File: src/rtl/dcmp_pkg.sv
package dcmp_pkg;
    localparam int DIGIT_W  = 4;
    localparam int CARRY_W  = 2;
    localparam int EXCESS   = 6;

    typedef logic [DIGIT_W-1:0] digit_t;
    typedef logic [CARRY_W-1:0] dcarry_t;
endpackage

File: src/rtl/dcmp_upper_sum.sv
// Adds the weight-8/weight-4 bit pairs of three digits as 2-bit values (result 0..9).
module dcmp_upper_sum
    import dcmp_pkg::*;
(
    input  digit_t x,
    input  digit_t y,
    input  digit_t z,
    output logic [3:0] usum
);
    always_comb begin
        usum = {2'b00, x[3:2]} + {2'b00, y[3:2]} + {2'b00, z[3:2]};
    end
endmodule

File: src/rtl/dcmp_lower_sum.sv
// Adds the weight-2/weight-1 bit pairs of three digits; the result is at most 9.
module dcmp_lower_sum
    import dcmp_pkg::*;
(
    input  digit_t x,
    input  digit_t y,
    input  digit_t z,
    output digit_t lsum
);
    always_comb begin
        lsum = {2'b00, x[1:0]} + {2'b00, y[1:0]} + {2'b00, z[1:0]};
    end
endmodule

File: src/rtl/dcmp_column.sv
// One decimal column: splits the three digits by bit weight and forms the A, B and carry outputs.
module dcmp_column
    import dcmp_pkg::*;
(
    input  digit_t  x,
    input  digit_t  y,
    input  digit_t  z,
    input  dcarry_t cin,
    output digit_t  a_xs6,
    output digit_t  b_bcd,
    output dcarry_t cout
);
    logic [3:0] usum;
    digit_t     lsum;
    logic [5:0] upper_val;
    logic [5:0] tens_val;
    logic [5:0] a_true;
    logic       cout_hi;
    logic       cout_lo;

    dcmp_upper_sum u_upper (.x(x), .y(y), .z(z), .usum(usum));
    dcmp_lower_sum u_lower (.x(x), .y(y), .z(z), .lsum(lsum));

    always_comb begin
        // High carry bit: 4*U + c reaches 20 only when U >= 5, for any c <= 3.
        cout_hi = (usum >= 4'd5);
        // Low carry bit: fixed by U, except at U = 2 or 7, where c >= 2 crosses a ten.
        unique case (usum)
            4'd3, 4'd4, 4'd8, 4'd9: cout_lo = 1'b1;
            4'd2, 4'd7:             cout_lo = cin[1];
            default:                cout_lo = 1'b0;
        endcase
        cout      = {cout_hi, cout_lo};
        upper_val = {usum, 2'b00} + {4'b0000, cin};
        unique case (cout)
            2'd0:    tens_val = 6'd0;
            2'd1:    tens_val = 6'd10;
            2'd2:    tens_val = 6'd20;
            default: tens_val = 6'd30;
        endcase
        a_true = upper_val - tens_val;
        a_xs6  = a_true[3:0] + digit_t'(EXCESS);
        b_bcd  = lsum;
    end
endmodule

File: src/rtl/dec_csa32.sv
module dec_csa32
    import dcmp_pkg::*;
#(
    parameter int NUM_COLS = 4
) (
    input  logic                          clk,
    input  logic                          rst_n,
    input  logic [NUM_COLS*DIGIT_W-1:0]   dig_x,
    input  logic [NUM_COLS*DIGIT_W-1:0]   dig_y,
    input  logic [NUM_COLS*DIGIT_W-1:0]   dig_z,
    output logic [NUM_COLS*DIGIT_W-1:0]   sum_xs6,
    output logic [NUM_COLS*DIGIT_W-1:0]   sum_bcd,
    output logic [CARRY_W-1:0]            carry_out
);
    localparam int VEC_W = NUM_COLS * DIGIT_W;

    typedef struct packed {
        logic [VEC_W-1:0]   a;
        logic [VEC_W-1:0]   b;
        logic [CARRY_W-1:0] c;
    } stage_t;

    dcarry_t          chain [NUM_COLS+1];
    logic [VEC_W-1:0] col_a;
    logic [VEC_W-1:0] col_b;
    stage_t           stage_d;
    stage_t           stage_q;

    assign chain[0] = '0;

    for (genvar i = 0; i < NUM_COLS; i++) begin : g_col
        dcmp_column u_col (
            .x     (dig_x[i*DIGIT_W +: DIGIT_W]),
            .y     (dig_y[i*DIGIT_W +: DIGIT_W]),
            .z     (dig_z[i*DIGIT_W +: DIGIT_W]),
            .cin   (chain[i]),
            .a_xs6 (col_a[i*DIGIT_W +: DIGIT_W]),
            .b_bcd (col_b[i*DIGIT_W +: DIGIT_W]),
            .cout  (chain[i+1])
        );
    end

    always_comb begin
        stage_d   = stage_q;
        stage_d.a = col_a;
        stage_d.b = col_b;
        stage_d.c = chain[NUM_COLS];
    end

    always_ff @(posedge clk) begin
        if (!rst_n) stage_q <= '0;
        else        stage_q <= stage_d;
    end

    assign sum_xs6   = stage_q.a;
    assign sum_bcd   = stage_q.b;
    assign carry_out = stage_q.c;
endmodule

File: config.mk
export PLATFORM = sky130hd
export DESIGN_NAME = dec_csa32
export DESIGN_NICKNAME = d
export VERILOG_FILES = /design/src/rtl/dcmp_pkg.sv /design/src/rtl/dcmp_upper_sum.sv /design/src/rtl/dcmp_lower_sum.sv /design/src/rtl/dcmp_column.sv /design/src/rtl/dec_csa32.sv
export SDC_FILE = /design/constraint.sdc
export NUM_CORES = 1
export LEC_CHECK = 0
export BUFFER_PORTS_ARGS = -buffer_cell sky130_fd_sc_hd__buf_2
export CAP_MARGIN = 10
export CORE_MARGIN = 4
export CORE_UTILIZATION = 25
export DETAILED_ROUTE_END_ITERATION = 8
export PLACE_DENSITY = 0.45
export SYNTH_ARGS = -nofsm -noshare
export SYNTH_HDL_FRONTEND = slang
export SYNTH_SLANG_ARGS = --single-unit
File: constraint.sdc
create_clock -name clk -period 5.6 [get_ports clk]
set_clock_uncertainty 0.1 [all_clocks]
set_input_delay 0.28 -clock clk [delete_from_list [all_inputs] [get_ports clk]]
set_output_delay 0.28 -clock clk [all_outputs]
set_load 0.05 [all_outputs]
==> impl_metrics.tcl, run 1 <==
set metrics [dict create \
    final_cell_mix "buf_2 (82), inv_1 (36), ha_1 (36)" \
    antenna_cells 0 \
    ys_warn_count 0 \
    power.density_nw_per_um2 394 \
    finalMaxSlewViolations 0 \
    dr.pass1.iters 4 \
    rows 34 \
    hp-class "in2reg" \
    setup_slack_ns 1.94 \
    cts_hold_buf 0 \
    avgSynthCellArea_sq_um 9.98 \
    grt_pass1_wl_microns 7730 \
    clock-sinks 33 \
    wl_per_cell_microns 11.1 \
    ioPinCount 84 \
    cp_common_cell "inv_1" \
    grt_usage_pct 9.28 \
    die_w_microns 102 \
    globalRouteOverflowTotal 0 \
    cts_max_level 2 \
    coreArea_sq_um 8680 \
    leakage_nw 1.51 \
    worstPathRequired_ns 5.71 \
    rsz0062_at_grt "false" \
    drtAntennaViolNets 0 \
    syn_area_sq_um 2230 \
    finalSetupTns_ns 0 \
    grt_max_degree 19 \
    drt_iter0_drc 45 \
    synth.distinct_cells 36 \
    ctsResizeCount 0 \
    dp.cells 410 \
    drv_cap 0 \
    die_y_microns 102 \
    synth_cells 223 \
    vias_per_cell 4.12 \
    critPathArrivalTime_ns 3.76 \
    root_buffer "clkbuf_8" \
    fillers 927 \
    clk_transition_reported_paths_ns 0.07 \
    max_freq_mhz 274 \
    yosysTopAreaCellShare_pct 29.7 \
    critPathTopFamily "adder cells" \
    cts_buffer_depth 2 \
    routed_wirelength_microns 4620 \
    relSlewSlack_pct 61.6 \
    cpPeakStageDelay_ns 0.52 \
    yosysTopAreaCell "dfxtp_1" \
    portBuffers 82 \
    drc_errors 0 \
    vias 1721 \
    period_share_pct 65.3 \
    setup_viol 0 \
    ys_seq_area_share_pct 29.7 \
    final_hold_viol_count 0 \
    die-area_sq_um 10500 \
    instances_no_fill 418 \
    critical-path-slowest-cell "fa_1" \
    synth_seq_cells 33 \
    worst-path-max-fanout 2 \
    fin_nets 414 \
    dp_hpwl_microns 4000 \
    crit_chain "buf_2 > inv_1 > fa_1 > inv_1 > ha_1 > inv_1 > ha_1 > o21a_1 > or2_2 > inv_1 > o211a_1 > nor2_1 > ha_1 > inv_1 > fa_1 > xor2_1 > or4_1 > a21oi_1" \
    place_area_sq_um 2760 \
    path_class "in2reg" \
    final_common_cell "buf_2" \
    worst_setup_path_start_kind "input port" \
    worst_pin_slew_ns 0.576 \
    crit_path_end_kind "flop" \
    antenna_found_initial 0 \
    final.min_clock_period_ns 3.66 \
    syn-num-nets 328 \
    start_util_pct 25.6 \
    ir_drop_v 0.000121 \
    synthTopCellsByArea "dfxtp_1 (30%), ha_1 (20%), fa_1 (17%)" \
    drive_gt1_share_pct 30.6 \
    gp_congestion 0.727 \
    place_ws_ns 1.68 \
    path_buf_inv 6 \
    post_cts_buffers 0 \
    outcome "completed" \
    post-route-cell-area_sq_um 2870 \
    synthToLayoutAreaGrowth_pct 29.1 \
    cts_tree "yes" \
    grt_pass1_vias 1764 \
    cts_buffers 5 \
]
-- metrics by stage --
step	hold slack, ns	power, W	utilization [%]
2_1_floorplan	0.302	0.000773	-
3_3_place_gp	0.514	0.000910	31.8
3_5_place_dp	0.521	0.000917	31.8
4_1_cts	0.219	0.00115	33.1
5_1_grt	0.226	0.00123	33.1
6_report	0.225	0.00113	33.1
-- cells by family after synthesis --
kind of cell / after synthesis / synth area share, %
simple gates: 55 / 12.3
flops: 33 / 29.7
xor+xnor: 9 / 3.54
compound gates: 31 / 10.2
buf+inv: 39 / 6.75
fa+ha+maj: 55 / 37.3
other cells: 1 / 0.168
-- where the power goes --
part           leakage (nW)  internal, W  switching (W)
combinational          1.18     0.000201       0.000399
sequential            0.274     0.000290      0.0000108
clock                0.0585     0.000145      0.0000851
-- synth_stat cells, drive strengths merged --
library cell	instances
nor2	19
buf	1
o211a	2
ha	36
conb	1
a211o	1
nor2b	1
nand3	3
or4	2
and3	2
fa	19
o21ba	1
a21oi	11
xnor2	6
nor3	2
o21a	3
nand2	8
o211ai	1
a31o	1
and2	13
o2111ai	1
clkbuf	2
a211oi	2
inv	36
dfxtp	33
o21ai	2
nand2b	1
o311ai	1
or2	2
a2bb2oi	2
or3	1
xor2	3
o31ai	3
nand4	1
-- per-layer routing --
metal	vias to the layer above	part of all wire (%)	wire length [microns]	track usage [%]
met5	-	0	0	0
met4	0	1.5	69	3.33
met3	5	10	471	2.18
met2	66	41	1900	14.2
met1	759	47	2180	12.8
li1	891	-	-	-
-- sequential cells by signal, summed over array words and instances (netlist names) --
| signal | cells |
|---|---|
| sum_xs6 | 15 |
| sum_bcd | 16 |
| carry_out | 2 |
-- final timing paths --
kind	startpoint	end	slack, ns	cells past startpoint
max	dig_x[3]	sum_xs6[7]$_SDFF_PN0_	1.94	18
min	dig_z[12]	sum_bcd[12]$_SDFF_PN0_	0.23	3
-- layout make-up --
class / count / area, sq um / area share [%]
clock inverters: 1 / 30.0 / 1.05
inverters: 36 / 135 / 4.70
well taps: 108 / 135 / 4.70
flip-flops and latches: 33 / 661 / 23.0
multi-input cells: 151 / 1420 / 49.3
repair buffers: 82 / 410 / 14.3
clock buffers: 7 / 86.3 / 3.01
(Power assumes the default switching activity.)
==> run 2, diff against run 1 <==
==> constraint.sdc (replaced) <==
create_clock -name clk -period 3.7 [get_ports clk]
set_clock_uncertainty 0.1 [all_clocks]
set_input_delay 0.185 -clock clk [delete_from_list [all_inputs] [get_ports clk]]
set_output_delay 0.185 -clock clk [all_outputs]
set_load 0.05 [all_outputs]
==> run 2 against run 1 <==
Net effect: critical path depth unchanged; final cell count up 1.9%; clock power increased by 13%; setup slack lost 1.7 ns; sequential power increased by 51%; first-iteration DRC count decreased by 2.2%; worst hold slack worse by 0.085 ns; non-clock buffer count increased by 9; sequential cell count unchanged; count of clock-buffer cells in the layout unchanged; sequential share of layout area fell by 0.35 points; die area stayed put; critical path type unchanged; critical endpoint unchanged.
==> impl_metrics.tcl, run 2 (synthesized netlist as in run 1, its figures left out) <==
set metrics [dict create \
    outcome "completed" \
    period_share_pct 94.3 \
    grt_max_degree 19 \
    gp_congestion 0.720 \
    rows 34 \
    path_buf_inv 6 \
    antenna_cells 0 \
    critPathArrivalTime_ns 3.60 \
    instances_no_fill 426 \
    regArea_sq_um 661 \
    hold_slack_ns 0.140 \
    dp.cells 419 \
    worst_pin_slew_ns 0.553 \
    rsz0062_at_grt "false" \
    die-area_sq_um 10500 \
    setup_viol 0 \
    cts_buffer_depth 2 \
    grt_pass1_vias 1809 \
    ir_drop_v 0.000131 \
    cp_common_cell "inv_1" \
    final.min_clock_period_ns 3.49 \
    drtAntennaViolNets 0 \
    vias_per_cell 4.14 \
    antenna_found_initial 0 \
    die_w_microns 102 \
    power.density_nw_per_um2 568 \
    post-route-cell-area_sq_um 2920 \
    cpPeakStageDelay_ns 0.52 \
    start_util_pct 25.6 \
    finalSetupTns_ns 0 \
    fillers 925 \
    final_common_cell "buf_2" \
    grt_usage_pct 9.05 \
    place_ws_ns -0.0761 \
    finalMaxSlewViolations 0 \
    crit_path_end_kind "flop" \
    final_hold_viol_count 0 \
    place_area_sq_um 2820 \
    crit_chain "buf_2 > inv_1 > fa_1 > inv_1 > ha_1 > inv_1 > ha_1 > o21a_1 > or2_2 > inv_1 > o211a_1 > nor2_1 > ha_1 > inv_1 > fa_1 > xor2_1 > or4_4 > a21oi_2" \
    root_buffer "clkbuf_8" \
    largest_register_ffs 16 \
    wl_per_cell_microns 10.7 \
    drv_cap 0 \
    synthToLayoutAreaGrowth_pct 31.1 \
    coreArea_sq_um 8680 \
    hp-class "in2reg" \
    die_y_microns 102 \
    vias 1765 \
    drc_errors 0 \
    multiInputGateArea_sq_um 1420 \
    cts_buffers 5 \
    worstPathRequired_ns 3.81 \
    clock-sinks 33 \
    max_freq_mhz 287 \
    final_cell_mix "buf_2 (82), inv_1 (36), ha_1 (36)" \
    clk_transition_reported_paths_ns 0.06 \
    worst_setup_path_start_kind "input port" \
    leakage_nw 1.55 \
    routed_wirelength_microns 4540 \
    critical-path-slowest-cell "fa_1" \
    dp_hpwl_microns 4010 \
    ioPinCount 84 \
    fin_nets 423 \
    dr.pass1.iters 4 \
    portBuffers 82 \
    relSlewSlack_pct 63.1 \
    drt_iter0_drc 44 \
    cts_tree "yes" \
    setup_slack_ns 0.211 \
    worst-path-max-fanout 2 \
    critPathTopFamily "adder cells" \
    drive_gt1_share_pct 33.0 \
    cts_max_level 2 \
    path_class "in2reg" \
    grt_pass1_wl_microns 7710 \
    globalRouteOverflowTotal 0 \
]
[run 2: cell type report]
| class | instances | share of cell area [%] |
|---|---|---|
| Inverter | 36 | 4.63 |
| Timing Repair Buffer | 91 | 16.4 |
| Clock buffer | 7 | 2.96 |
| Sequential cell | 33 | 22.6 |
| Tap cell | 108 | 4.63 |
| Multi-Input combinational cell | 151 | 48.8 |
[run 2: per-layer routing]
metal	global-route usage, %	wire, microns
met1	12.2	2160
met2	14.1	1870
met3	2.32	441
met4	3.03	68
met5	0	0
[run 2: tightest hold or removal path, cell delays in order]
cell,delay (ns)
buf_2,0.08
ha_1,0.11
and2_1,0.11
[run 2: path summary, 6_finish.rpt]
kind | start | end | slack, ns | cells after the start
max | dig_x[3] | sum_xs6[7]$_SDFF_PN0_ | 0.21 | 18
min | dig_z[12] | sum_bcd[12]$_SDFF_PN0_ | 0.14 | 3
[run 2: report_power, final]
part	internal, W	switching, W
logic	0.000332	0.000610
clock network	0.000147	0.000114
registers	0.000439	0.0000160
total	0.000918	0.000739
[run 2: timing repair]
action	CTS	global route
endpoints found under the setup margin	0	1
setup buffers	0	0
hold endpoints to repair	0	0
gates resized for setup	0	2
hold buffers	0	0
[run 2: metrics by stage]
step	total power, W	utilization, %
2_1_floorplan	0.00117	-
3_3_place_gp	0.00140	32.5
3_5_place_dp	0.00141	32.5
4_1_cts	0.00168	33.5
5_1_grt	0.00180	33.6
6_report	0.00166	33.6
